--- src/rtl/lbu_pkg.sv ---
package lbu_pkg;

    typedef enum logic [1:0] {
        OP_JSHORT = 2'b00,
        OP_JNEAR  = 2'b01,
        OP_LOOP   = 2'b10,
        OP_RSV    = 2'b11
    } op_e;

    typedef enum logic {
        ST_IDLE = 1'b0,
        ST_EXEC = 1'b1
    } st_e;

endpackage

--- src/rtl/lbu_disp_sel.sv ---
module lbu_disp_sel
    import lbu_pkg::*;
#(
    parameter int ADDR_W  = 32,
    parameter int SHORT_W = 8
) (
    input  op_e               op,
    input  logic [ADDR_W-1:0] disp_raw,
    output logic [ADDR_W-1:0] disp_ext
);
    localparam int PAD_W = ADDR_W - SHORT_W;

    logic [ADDR_W-1:0] short_ext;

    generate
        if (PAD_W > 0) begin : g_pad
            assign short_ext = {{PAD_W{disp_raw[SHORT_W-1]}}, disp_raw[SHORT_W-1:0]};
        end else begin : g_nopad
            assign short_ext = disp_raw;
        end
    endgenerate

    always_comb begin
        if (op == OP_JNEAR) disp_ext = disp_raw;
        else                disp_ext = short_ext;
    end
endmodule

--- src/rtl/lbu_ip_calc.sv ---
module lbu_ip_calc #(
    parameter int ADDR_W = 32,
    parameter int LEN_W  = 4
) (
    input  logic [ADDR_W-1:0] cur_ip,
    input  logic [LEN_W-1:0]  ins_len,
    input  logic [ADDR_W-1:0] disp_ext,
    output logic [ADDR_W-1:0] fall_ip,
    output logic [ADDR_W-1:0] target_ip
);
    localparam int ZPAD = ADDR_W - LEN_W;

    logic [ADDR_W-1:0] len_ext;

    assign len_ext   = {{ZPAD{1'b0}}, ins_len};
    assign fall_ip   = cur_ip + len_ext;
    assign target_ip = fall_ip + disp_ext;
endmodule

--- src/rtl/lbu_cnt_step.sv ---
module lbu_cnt_step
    import lbu_pkg::*;
#(
    parameter int CNT_W = 32
) (
    input  op_e              op,
    input  logic [CNT_W-1:0] cnt_cur,
    output logic [CNT_W-1:0] cnt_next,
    output logic             cnt_nz
);
    always_comb begin
        if (op == OP_LOOP) cnt_next = cnt_cur - {{(CNT_W-1){1'b0}}, 1'b1};
        else               cnt_next = cnt_cur;
        cnt_nz = (cnt_next != '0);
    end
endmodule

--- src/rtl/loop_branch_unit.sv ---
module loop_branch_unit
    import lbu_pkg::*;
#(
    parameter int ADDR_W  = 32,
    parameter int CNT_W   = 32,
    parameter int LEN_W   = 4,
    parameter int SHORT_W = 8
) (
    input  logic              clk,
    input  logic              rst_n,
    input  logic              issue,
    input  logic [1:0]        op,
    input  logic [ADDR_W-1:0] cur_ip,
    input  logic [LEN_W-1:0]  ins_len,
    input  logic [ADDR_W-1:0] disp,
    input  logic [CNT_W-1:0]  cnt_in,
    output logic [ADDR_W-1:0] next_ip,
    output logic [CNT_W-1:0]  cnt_out,
    output logic              taken,
    output logic              done
);
    st_e               st_q, st_d;
    op_e               op_q;
    logic [ADDR_W-1:0] ip_q;
    logic [LEN_W-1:0]  len_q;
    logic [ADDR_W-1:0] disp_q;
    logic [CNT_W-1:0]  cnt_q;

    logic [ADDR_W-1:0] disp_ext;
    logic [ADDR_W-1:0] fall_ip;
    logic [ADDR_W-1:0] target_ip;
    logic [CNT_W-1:0]  cnt_next;
    logic              cnt_nz;
    logic              take;
    logic              accept;

    assign accept = (st_q == ST_IDLE) && issue;

    // operand capture
    always_ff @(posedge clk or negedge rst_n) begin
        if (!rst_n) begin
            op_q   <= OP_RSV;
            ip_q   <= '0;
            len_q  <= '0;
            disp_q <= '0;
            cnt_q  <= '0;
        end else if (accept) begin
            op_q   <= op_e'(op);
            ip_q   <= cur_ip;
            len_q  <= ins_len;
            disp_q <= disp;
            cnt_q  <= cnt_in;
        end
    end

    lbu_disp_sel #(.ADDR_W(ADDR_W), .SHORT_W(SHORT_W)) u_disp (
        .op       (op_q),
        .disp_raw (disp_q),
        .disp_ext (disp_ext)
    );

    lbu_ip_calc #(.ADDR_W(ADDR_W), .LEN_W(LEN_W)) u_ip (
        .cur_ip    (ip_q),
        .ins_len   (len_q),
        .disp_ext  (disp_ext),
        .fall_ip   (fall_ip),
        .target_ip (target_ip)
    );

    lbu_cnt_step #(.CNT_W(CNT_W)) u_cnt (
        .op       (op_q),
        .cnt_cur  (cnt_q),
        .cnt_next (cnt_next),
        .cnt_nz   (cnt_nz)
    );

    always_comb begin
        unique case (op_q)
            OP_JSHORT, OP_JNEAR: take = 1'b1;
            OP_LOOP:             take = cnt_nz;
            OP_RSV:              take = 1'b0;
            default:             take = 1'b0;
        endcase
    end

    // next-state logic
    always_comb begin
        st_d = st_q;
        unique case (st_q)
            ST_IDLE: if (issue) st_d = ST_EXEC;
            ST_EXEC: st_d = ST_IDLE;
            default: st_d = ST_IDLE;
        endcase
    end

    // state register
    always_ff @(posedge clk or negedge rst_n) begin
        if (!rst_n) st_q <= ST_IDLE;
        else        st_q <= st_d;
    end

    // output register
    always_ff @(posedge clk or negedge rst_n) begin
        if (!rst_n) begin
            next_ip <= '0;
            cnt_out <= '0;
            taken   <= 1'b0;
            done    <= 1'b0;
        end else if (st_q == ST_EXEC) begin
            next_ip <= take ? target_ip : fall_ip;
            cnt_out <= cnt_next;
            taken   <= take;
            done    <= 1'b1;
        end else begin
            done    <= 1'b0;
        end
    end
endmodule

--- config.mk ---
export PLATFORM = sky130hd
export DESIGN_NAME = loop_branch_unit
export DESIGN_NICKNAME = d
export VERILOG_FILES = /design/src/rtl/lbu_pkg.sv /design/src/rtl/lbu_disp_sel.sv /design/src/rtl/lbu_ip_calc.sv /design/src/rtl/lbu_cnt_step.sv /design/src/rtl/loop_branch_unit.sv
export SDC_FILE = /design/constraint.sdc
export NUM_CORES = 1
export LEC_CHECK = 0
export CORE_MARGIN = 4
export CORE_UTILIZATION = 60
export DETAILED_ROUTE_END_ITERATION = 12
export DONT_BUFFER_PORTS = 1
export PLACE_DENSITY_LB_ADDON = 0.05
export SLEW_MARGIN = 20
export SYNTH_ARGS = -nofsm -noshare
export SYNTH_HDL_FRONTEND = slang
export SYNTH_SLANG_ARGS = --single-unit
--- constraint.sdc ---
create_clock -name clk -period 5.03 [get_ports clk]
set_input_delay 0.2515 -clock clk [delete_from_list [all_inputs] [get_ports clk]]
set_output_delay 0.2515 -clock clk [all_outputs]
set_load 0.02 [all_outputs]
* Yosys cells after proc, flatten, opt, wreduce, memory -nomap -nowiden
Cells that the tools add are included.
** Cells by class
- Shift-type cells :: 0
- Reduce and logical (&&, ||, !) cells :: 4
- Order comparisons :: 0
- Multiplexer cells :: 7
- Add/sub/neg operators :: 3
- Equality and inequality tests :: 3
- Multiply operators :: 0
- Divide/modulo/power cells :: 0
- Bitwise gates (word level) :: 1
** Operator list (count)
- $mux W32 :: 3
- $add A32 B32 Y32 :: 1
- $add A32 B4 Y32 :: 1
- $reduce_bool A32 Y1 :: 1
- $sub A32 B1 Y32 const B :: 1
- $eq A2 B2 Y1 const B :: 2
- $pmux W1 S3 :: 1
- $eq A2 B1 Y1 const B :: 1
- $logic_not A2 Y1 :: 1
- $mux W1 :: 2
- $pmux W1 S2 :: 1
- $reduce_or A2 Y1 :: 1
- $logic_and A1 B1 Y1 :: 1
- $not A1 Y1 :: 1
** Storage, ports and cells
- Input bits :: 105
- Memory bits (writable) :: 0
- Memories kept :: 0
- Logic and storage cells :: 28
- Bits in latches :: 0
- Output and inout port bits :: 66
- Memory bits (read-only) :: 0
- Bits in registers :: 169

* Logic depth before layout (Yosys ltp)
Gate-level depths: netlist of the first run.
- Depth after elaboration :: 5
- Gate-level depth with buffers :: 20
- Mapped depth without buffers :: 20

* Cells and area by module
From an unflattened synthesis of the first run, not the netlist that was laid out.
** Second synthesis, totals
- Cells, all modules :: 954
- Area, all modules :: 10518.8 um2
** Modules (own cells, without submodules)
- loop_branch_unit :: cells each 475, instances 1, seq. area each 4231.6 um2, area an instance 6874.1 um2
- lbu_ip_calc :: cells each 301, instances 1, seq. area each 0.0 um2, area an instance 2247.2 um2
- lbu_cnt_step :: cells each 140, instances 1, seq. area each 0.0 um2, area an instance 919.6 um2
- lbu_disp_sel :: cells each 38, instances 1, seq. area each 0.0 um2, area an instance 478.0 um2

* Least setup slack after synthesis of the first run
No wires, ideal clock.
- Path kind :: register to register
- Start :: reg ip_q[0]
- End :: reg next_ip[31]
- Path slack :: 0.809 ns
- Setup time :: 0.092 ns
- Data required time :: 4.938 ns
- Arrival time :: 4.129 ns
- Cell stages (with the launch flop) :: 21
- Path buffers :: 1
- Period minus slack after synthesis :: 4.221 ns
- Cells stage by stage :: dfrtp_1 ha_1 fa_1 a21o_1 a21oi_1 nor2_1 nand2_1 nor2_1 and4_1 xor2_1 ha_1 clkbuf_1 a21o_1 a21o_1 a21o_1 and3_1 a211oi_2 o21ai_1 xnor2_1 and3_2 o31ai_2
** Between the ends
- Cells in the longest elaborated chain, start to end :: 3
** RTL lines
- start, declared :: RTL line loop_branch_unit.sv:24 : logic [ADDR_W-1:0] ip_q;
- start signal, assigned :: RTL line loop_branch_unit.sv:49 : ip_q <= cur_ip;
- $add A32 B4 Y32 * :: RTL line lbu_ip_calc.sv:16 : assign fall_ip = cur_ip + len_ext;
- $add A32 B32 Y32 :: RTL line lbu_ip_calc.sv:17 : assign target_ip = fall_ip + disp_ext;
- $mux W32 * :: RTL line loop_branch_unit.sv:110 : next_ip <= take ? target_ip : fall_ip;
- end signal, assigned :: RTL line loop_branch_unit.sv:110
- end, declared :: RTL line loop_branch_unit.sv:17 : output logic [ADDR_W-1:0] next_ip,
Mark *: on every way between the ends. The rest lies on a longest branch, timed or not.
A chain may end at the register's enable or synchronous reset.

* Final worst setup path of the first run
- Start :: reg ip_q[0]
- End :: reg next_ip[26]
Same word-level chain as after synthesis.

==> results of run 1 <==
[worst max-delay path by stage]
stage / to / cells past startpoint / slack, ps / from
after floorplan: next_ip[31] / 20 / 810 / ip_q[0]
after global routing: next_ip[26] / 20 / 60 / len_q[0]
after detailed placement: next_ip[26] / 20 / 430 / ip_q[0]
after global placement: next_ip[28] / 20 / 580 / ip_q[0]
final: next_ip[26] / 20 / 380 / ip_q[0]
after CTS: next_ip[26] / 20 / 400 / ip_q[0]
[timing repair]
| action | CTS | global route |
|---|---|---|
| hold buffers | 104 | 0 |
| setup endpoints to repair | 0 | 0 |
| endpoints found under the hold margin | 271 | 0 |
[metrics by stage]
step                      std cells  util, %  total power, mW  hold slack (ps)  area [um^2]
after floorplan                 987        -             3.51            -44.1         9920
after global placement         1168     62.9             3.91            -39.9        10100
after detailed placement       1168     62.9             3.96            -40.0        10100
after CTS                      1304     73.6             5.52              379        11800
after global routing           1304     73.6             5.82              399        11800
final                          1305     73.6             5.52              394        11800
[metal layers]
metal  track usage [%]  share of wire, %
met1              35.3                42
met2              46.1                49
met3              5.44               5.7
met4              10.8               3.2
met5                 0                 0
[synth_stat cells (4+ instances only)]
cell type	n
ha_1	34
o31ai_1	4
mux2_2	100
nor2_1	92
a21o_1	21
nor3_1	16
o22ai_1	4
dfrtp_1	167
mux2i_1	16
o21ai_1	4
clkbuf_1	43
a31oi_1	10
xor2_1	31
nand3b_1	4
inv_1	23
xnor2_1	65
and3_1	10
nand4_1	13
or4_1	5
nand2_1	92
nand3_1	22
o21ai_0	33
nor4_1	11
nor2b_1	9
nand2b_1	7
a21oi_1	79
o21bai_1	4
[sequential cells by signal, summed over array words and instances, names as in the netlist]
name and count:
cnt_out 32, disp_q 32, done 1, len_q 4, ip_q 32, cnt_q 32, st_q 1, taken 1
op_q 2, next_ip 32
[final cells by class]
class,instances,share of cell area [%]
Tap cell,216,2.29
Sequential cell,169,35.8
Multi-Input combinational cell,747,45.8
Antenna cell,1,0.0212
Clock inverter,12,1.58
Timing Repair Buffer,117,9.78
Clock buffer,20,3.95
Inverter,23,0.730
[power by group through the flow]
stage          Combinational [mW]  Sequential, mW  Clock [mW]
4_1_cts                      1.85            2.20        1.46
5_1_grt                      2.05            2.24        1.52
3_3_place_gp                 1.69            2.21           0
3_5_place_dp                 1.74            2.23           0
2_1_floorplan                1.43            2.09           0
6_report                     1.86            2.21        1.45
[worst max-delay path: stages, from the launching register on]
cell and delay, ps:
dfrtp_1 380, ha_1 250, fa_1 420, a21o_1 190, a21oi_1 250, nor2_1 150
nand2_1 110, xnor2_1 80, ha_1 330, o21ai_0 110, nand2_1 130, o21ai_0 150
o31ai_1 320, a41oi_1 260, o211ai_1 280, nand2_1 120, o31ai_1 400, a21oi_1 160
xnor2_1 150, mux2i_1 170, a21oi_1 90
[cell families (layout without fill, tap and decap cells)]
family | Yosys count | after routing
other | 0 | 1
DFF | 169 | 169
muxes | 117 | 117
AOI/OAI and AO/OA | 186 | 186
buffers and inverters | 71 | 172
xor gates and xnor gates | 100 | 100
adders and majority gates | 37 | 37
and+or+nand+nor | 307 | 307
==> reports/summary.txt, run 1 <==
largest net degree at the start of global routing: 170
HP Class: primary input to flop
Main synth FF type: dfrtp_1
warnings from Yosys: 0
H-tree depth: 4
Worst R2R End: next_ip[26]
Hold Path Depth: 2
Core Region: 16100 um^2
final worst setup slack: 381 ps
post-synthesis adder-cell area fraction: 4.81%
pre-CTS setup slack: 432 ps
Resized Gates After CTS: 0
DIE HEIGHT: 137 um
commonest non-fill, non-tap cell in the layout: dfrtp_1
Internal: 3.40 mW
reg2reg path depth: 20
Hold Startpoint: issue
Netlist cell types: 74
CTS Buffer Depth: 2
DP Wirelength: 17900 um
number of synthesized register bits: 169
PortBufs: 0
Vias: 7859
clk root buf: clkbuf_16
vias in the first global route: 7794
Num CTS Buffers: 17
CTS tree: done
Switching Share: 38.3%
worst-path maximum fanout: 5
Synth area leaders: dfrtp_1 42%, mux2_2 11%, xnor2_1 5.7%, ha_1 4.3%, a21oi_1 4.0%
Tmin final: 4650 ps
Final TNS setup: 0 ps
Synth Area in Compound Gates: 11.8%
crit path DAT: 4930 ps
largest family of logic cells by synthesized area: simple AND/OR/NAND/NOR gates
mux share of post-synthesis cell area: 13.1%
Clk pin slew, worst setup/hold paths: 60 ps
commonest non-fill, non-tap cells in the layout: 166 x dfrtp_1, 103 x dlygate4sd3_1, 100 x mux2_2
initial detailed-routing violation count: 498
GP Congestion: 0.958
first-pass GRT wire length: 40300 um
Post-Synthesis Cells: 987
XOR/XNOR Fraction of Synth Area: 9.41%
final hold violations: 0
fin crit share: 92.4%
initial antenna violation count: 0
Vias/cell: 6.02
DR pass1 iterations: 5
combinational share of power: 33.8%
Flop pwr share: 40.0%
Worst setup EP type: flop
Pwr per Cell Area: 467 nW/um^2
pin slew with the least headroom to its limit: 899 ps
worst-skew pair later-pin latency: 440 ps
Die Footprint: 18700 um^2
CTS Sinks: 169
Routed WL: 25400 um
unrepaired setup endpoints after global routing: no
status: finished clean
critical path startpoint category: flop
static leakage: 5.03 nW
mapped cell area: 9920 um^2
layout cells sized above 1: 16.4%
Max Transition Viols Final: 0
starting density of the core: 61.8%
Required @ worst endpoint: 5310 ps
clock power share: 26.2%
hold-critical path endpoint: st_q
switching power: 2.12 mW
Seq. cell area: 4240 um^2
Total GRT Usage: 27.5%
FF-to-FF setup slack: 380 ps
worst vdd rail ir drop: 354 uV
critical path type: flop to flop
Async SR Flop Fraction: 100%
Area Overhead vs Synth: 19.2%
DRT antenna net count: 0
Die Width: 137 um
max frequency: 0.215 GHz
largest area contributor in the netlist: dfrtp_1
FP Rows: 46
Remaining DRCs: 0
sequential fraction of the synthesis area: 42.7%
post-CTS setup buffers: 0
Max Clock Skew: 13.8 ps
Post-Syn Nets: 1128
# fillers: 1100
Wirelength per Cell: 19.5 um
setup violators final: 0
Slew Limit Headroom: 40.0%
Max-Cap Viols: 0
post-synthesis simple-gate area fraction: 15.4%
Syn Area/Cell: 10.1 um^2
GR Overflow Total: 0
number of synthesized flops with an enable pin: 0
reg-to-reg startpoint: ip_q[0]
area occupied by multi-input gates: 5420 um^2
Top-Level Pins: 171
post-synth top area share: 42.1%
Final #Nets: 1216
No activity file was read; power rests on OpenSTA's default activity.
==> inputs of run 2 (changes only) <==
--- a/config.mk
+++ b/config.mk
@@ -5,7 +5,6 @@
 export SDC_FILE = /design/constraint.sdc
 export NUM_CORES = 1
 export LEC_CHECK = 0
-export CORE_MARGIN = 4
 export CORE_UTILIZATION = 60
 export DETAILED_ROUTE_END_ITERATION = 12
 export DONT_BUFFER_PORTS = 1
==> constraint.sdc (replaced) <==
create_clock -name clk -period 5.03 [get_ports clk]
set_input_delay 0.2515 -clock clk [delete_from_list [all_inputs] [get_ports clk]]
set_output_delay 0.2515 -clock clk [all_outputs]
set_load 0.005 [all_outputs]
==> run 2 against run 1 <==
Via count decreased by 0.33%. Hold slack got worse by 380 ps. Clock skew decreased by 0.78 ps. Critical path depth decreased by 1. Largest power group unchanged.
==> reports/summary.txt, run 2 (synthesis gave the netlist of run 1 again) <==
initial detailed-routing violation count: 414
Vias: 7833
Worst path max stage delay: 420 ps
FP Rows: 46
CTS tree: done
unrepaired setup endpoints after global routing: no
Die Footprint: 17100 um^2
pre-CTS setup slack: 528 ps
DIE HEIGHT: 131 um
Max-Cap Viols: 0
PortBufs: 0
HP Class: primary input to flop
critical path startpoint category: flop
Top-Level Pins: 171
worst vdd rail ir drop: 301 uV
Hold Path Depth: 2
final core occ: 73.3%
Slew Limit Headroom: 41.0%
Core Region: 16000 um^2
GR Overflow Total: 0
Routed WL: 25100 um
Final #Nets: 1213
critical path buffer and inverter count: 0
Tmin final: 4550 ps
vias in the first global route: 7922
crit-path most repeated cell: a21o_1
DR pass1 iterations: 5
Worst setup EP type: flop
crit-path cells: ha_1 -> fa_1 -> a21o_1 -> a21oi_1 -> nor2_1 -> nand2_1 -> nor2_1 -> and4_1 -> xor2_1 -> ha_1 -> a21o_1 -> a21o_1 -> a21o_1 -> and3_1 -> a211oi_2 -> o21ai_1 -> xnor2_1 -> and3_2 -> o31ai_2
CP delay by family, top: compound AO/OA/AOI/OAI gates
Worst R2R End: next_ip[31]
worst-skew pair later-pin latency: 430 ps
setup violators final: 0
fin crit share: 90.4%
H-tree depth: 4
CTS Buffer Depth: 2
static leakage: 4.98 nW
status: finished clean
worst-path maximum fanout: 8
hold-critical path endpoint: cnt_q[21]
layout cells sized above 1: 16.1%
clk root buf: clkbuf_16
final worst setup slack: 481 ps
GP Congestion: 0.992
DP Wirelength: 17200 um
antenna diode instance count: 0
first-pass GRT wire length: 39900 um
Area Overhead vs Synth: 18.2%
crit path DAT: 4880 ps
CTS Sinks: 169
Num CTS Buffers: 17
Pwr per Cell Area: 439 nW/um^2
crit path max-delay cell type: ha_1
initial antenna violation count: 0
Remaining DRCs: 0
Total GRT Usage: 30.5%
commonest non-fill, non-tap cells in the layout: 166 x dfrtp_1, 102 x dlygate4sd3_1, 100 x mux2_2
reg-to-reg startpoint: ip_q[0]
Design Power: 5.15 mW
post-CTS setup buffers: 0
Hold Slack: 17.7 ps
Clk pin slew, worst setup/hold paths: 60 ps
commonest non-fill, non-tap cell in the layout: dfrtp_1
Max Clock Skew: 13.1 ps
critical path type: flop to flop
largest net degree at the start of global routing: 170
Final TNS setup: 0 ps
Die Width: 131 um
Hold Startpoint: cnt_in[21]
final hold violations: 0
Wirelength per Cell: 19.3 um
FF-to-FF setup slack: 480 ps
max frequency: 0.220 GHz
# fillers: 1149
reg2reg path depth: 19
pin slew with the least headroom to its limit: 885 ps
Max Transition Viols Final: 0
Vias/cell: 6.03
DRT antenna net count: 0
Required @ worst endpoint: 5360 ps
starting density of the core: 62.0%
-- run 2: worst max-delay path by stage --
stage	endpoint	slack (ps)	startpoint	cells past startpoint
6_report	next_ip[31]	480	ip_q[0]	19
5_1_grt	next_ip[28]	100	ip_q[0]	20
4_1_cts	next_ip[28]	480	ip_q[0]	20
3_5_place_dp	next_ip[30]	530	ip_q[0]	20
3_3_place_gp	next_ip[28]	680	ip_q[0]	20
2_1_floorplan	next_ip[31]	810	ip_q[0]	20
-- run 2: report_power, final --
| group | switching, mW | leakage, nW | internal, mW | total [mW] |
|---|---|---|---|---|
| clock network | 0.551 | 0.280 | 0.756 | 1.31 |
| registers | 0.330 | 1.94 | 1.66 | 1.99 |
| logic | 0.990 | 2.76 | 0.860 | 1.85 |
| total | 1.87 | 4.98 | 3.28 | 5.15 |
-- run 2: routing by layer --
| metal | share of wire [%] | up-vias | track usage [%] |
|---|---|---|---|
| li1 | - | 3666 | - |
| met1 | 42 | 3885 | 37.7 |
| met2 | 50 | 242 | 53.0 |
| met3 | 5.8 | 40 | 6.23 |
| met4 | 2.3 | 0 | 10.8 |
| met5 | 0 | - | 0 |
-- run 2: stage by stage --
| stage | cells | instance area, um^2 |
|---|---|---|
| 2_1_floorplan | 987 | 9920 |
| 3_3_place_gp | 1166 | 10100 |
| 3_5_place_dp | 1166 | 10100 |
| 4_1_cts | 1300 | 11700 |
| 5_1_grt | 1300 | 11700 |
| 6_report | 1300 | 11700 |
-- run 2: area by class of cell --
class / instances / area, um^2 / area share, %
Multi-Input combinational cell: 747 / 5420 / 46.3
Clock buffer: 21 / 460 / 3.93
Tap cell: 216 / 270 / 2.31
Sequential cell: 169 / 4240 / 36.1
Inverter: 23 / 86.3 / 0.736
Timing Repair Buffer: 114 / 1130 / 9.65
Clock inverter: 10 / 116 / 0.993
-- run 2: timing repair --
item,in CTS,in global routing
endpoints found under the setup margin,0,1
hold buffers,103,0
gates resized for setup,0,1
endpoints found under the hold margin,270,0
==> inputs of run 3 (changes only) <==
--- a/config.mk
+++ b/config.mk
@@ -5,6 +5,7 @@
 export SDC_FILE = /design/constraint.sdc
 export NUM_CORES = 1
 export LEC_CHECK = 0
+export ABC_AREA = 1
 export CORE_UTILIZATION = 60
 export DETAILED_ROUTE_END_ITERATION = 12
 export DONT_BUFFER_PORTS = 1
==> run 3 against run 2 <==
Register-to-register slack improved by 290 ps. Clock power decreased by 5%. Hold slack improved by 340 ps. Power decreased by 6.3%. Combinational power decreased by 8%. Clock skew decreased by 1.8 ps. Critical endpoint is now next_ip[30]. Largest cell class unchanged. Highest routed layer unchanged.
==> reports/summary.txt, run 3 <==
Worst R2R End: next_ip[30]
sequential fraction of the synthesis area: 38.6%
Finished Layout Cells: 1917
H-tree depth: 4
final core occ: 70.7%
number of synthesized flops with an enable pin: 0
clk root buf: clkbuf_16
reg-to-reg startpoint: len_q[0]
worst vdd rail ir drop: 279 uV
crit-path cells: ha_1 -> fa_1 -> nand2_1 -> nand2_1 -> nand2_1 -> nor3_1 -> nand2_1 -> nor2_1 -> nand2_1 -> nor4_1 -> xor2_1 -> inv_1 -> ha_1 -> nand2_1 -> nor3_1 -> nand2_1 -> inv_1 -> nand3_1 -> nand4_1 -> nand3_1 -> nand2_1 -> nand2_1
CTS tree: done
critical path type: flop to flop
Main synth FF type: dfrtp_1
FF-to-FF setup slack: 770 ps
critical path startpoint category: flop
# fillers: 1509
Hold Slack: 359 ps
Placed Area: 11100 um^2
Vias: 10800
Worst Setup EP: next_ip[30]
final instance area: 12700 um^2
worst-path maximum fanout: 8
Final TNS setup: 0 ps
Tmin final: 4260 ps
final worst setup slack: 775 ps
Resized Gates After CTS: 0
worst-skew pair later-pin latency: 440 ps
critical path buffer and inverter count: 2
Clk pin slew, worst setup/hold paths: 70 ps
Post-Place Cells: 1782
starting density of the core: 61.2%
GR Overflow Total: 0
first-pass GRT wire length: 50500 um
Design Power: 4.82 mW
vias in the first global route: 9840
commonest non-fill, non-tap cells in the layout: 573 x nand2_1, 183 x inv_1, 166 x dfrtp_1
Max Transition Viols Final: 0
area occupied by multi-input gates: 5790 um^2
status: finished clean
Wirelength per Cell: 17.0 um
Max Clock Skew: 11.3 ps
Netlist cell types: 45
largest net degree at the start of global routing: 170
FP Rows: 49
antenna diode instance count: 0
pin slew with the least headroom to its limit: 924 ps
Routed WL: 32600 um
Total GRT Usage: 35.5%
CP delay by family, top: simple AND/OR/NAND/NOR gates
commonest cells in the netlist: 574 x nand2_1, 184 x inv_1, 167 x dfrtp_1
CTS Buffer Depth: 2
Slew Limit Headroom: 38.4%
Synth area leaders: dfrtp_1 38%, nand2_1 20%, inv_1 6.3%, o21ai_0 5.3%, nand3_1 5.3%
post-synth top area share: 38.1%
Remaining DRCs: 0
Final #Nets: 1817
crit path max-delay cell type: ha_1
Seq. cell area: 4230 um^2
Pwr per Cell Area: 381 nW/um^2
static leakage: 6.54 nW
Core Region: 17900 um^2
Post-Syn Nets: 1736
fin crit share: 84.6%
final hold violations: 0
crit-path most repeated cell: nand2_1
Worst setup EP type: flop
DIE HEIGHT: 137 um
commonest non-fill, non-tap cell in the layout: nand2_1
Post-Synthesis Cells: 1595
unrepaired setup endpoints after global routing: no
max frequency: 0.235 GHz
initial detailed-routing violation count: 983
Die Footprint: 18800 um^2
Syn Area/Cell: 6.87 um^2
Async SR Flop Fraction: 100%
PortBufs: 0
post-CTS setup buffers: 0
mapped cell area: 11000 um^2
number of synthesized register bits: 169
initial antenna violation count: 0
Levels on crit path: 22
Hold Path Depth: 4
CTS Sinks: 169
Area Overhead vs Synth: 15.6%
reg2reg path depth: 22
pre-CTS setup slack: 889 ps
count leader, synth: nand2_1
DR pass1 iterations: 6
Die Width: 137 um
DP Wirelength: 22900 um
DRT antenna net count: 0
HP Class: primary input to flop
Top-Level Pins: 171
Worst path max stage delay: 470 ps
layout cells sized above 1: 4.80%
Num CTS Buffers: 17
Max-Cap Viols: 0
warnings from Yosys: 0
Vias/cell: 5.64
Required @ worst endpoint: 5360 ps
largest area contributor in the netlist: dfrtp_1
setup violators final: 0
GP Congestion: 0.986
crit path DAT: 4580 ps
Setup crit start: len_q[0]
## run 3: cell types whose count changed after synthesis, sizes merged, moves of 20 or more
cell,change
nor2,+59
a21o,-20
inv,+164
nand4,+22
nand3,+95
xnor2,-52
nand2,+486
mux2,-101
a21oi,-43
o21ai,+89
## run 3: worst min path at each step
stage | from | endpoint
5_1_grt | issue | ip_q[22]
4_1_cts | issue | disp_q[9]
6_report | issue | ip_q[15]
3_3_place_gp | rst_n | cnt_out[8]
3_5_place_dp | rst_n | cnt_out[8]
2_1_floorplan | rst_n | cnt_out[0]
## run 3: report_power, final
| part | total [mW] | switching, mW | internal (mW) |
|---|---|---|---|
| logic | 1.71 | 1.10 | 0.602 |
| registers | 1.88 | 0.248 | 1.63 |
| clock network | 1.24 | 0.593 | 0.651 |
| total | 4.82 | 1.94 | 2.88 |
## run 3: area by class of cell
cell class / instances / share of cell area, %
Clock buffer: 20 / 3.53
Tap cell: 229 / 2.26
Inverter: 190 / 5.67
Sequential cell: 169 / 33.4
Timing Repair Buffer: 109 / 8.66
Multi-Input combinational cell: 1189 / 45.8
Clock inverter: 11 / 0.692
## run 3: what timing repair did
item / 4_1_cts / 5_1_grt
hold endpoints to repair: 271 / 0
hold buffers: 104 / 0
setup endpoints to repair: 0 / 0
## run 3: kinds of logic after synthesis
logic type | count (synthesis) | share of synthesized area [%]
AOI/OAI and AO/OA | 199 | 10.2
xor gates and xnor gates | 41 | 3.28
adders and majority gates | 36 | 4.25
buffers and inverters | 237 | 8.53
DFF | 169 | 38.6
and+or+nand+nor | 913 | 35.1
## run 3: worst min-delay path, delay by kind of cell
| kind | cells | cell delay (ps) |
|---|---|---|
| buf+inv | 1 | 290 |
| simple gates | 3 | 200 |
## run 3: layer usage
| metal | global-route usage, % | share of wire (%) |
|---|---|---|
| met5 | 0 | 0 |
| met2 | 55.4 | 45 |
| met4 | 11.2 | 2.0 |
| met1 | 48.7 | 44 |
| met3 | 8.26 | 9.0 |
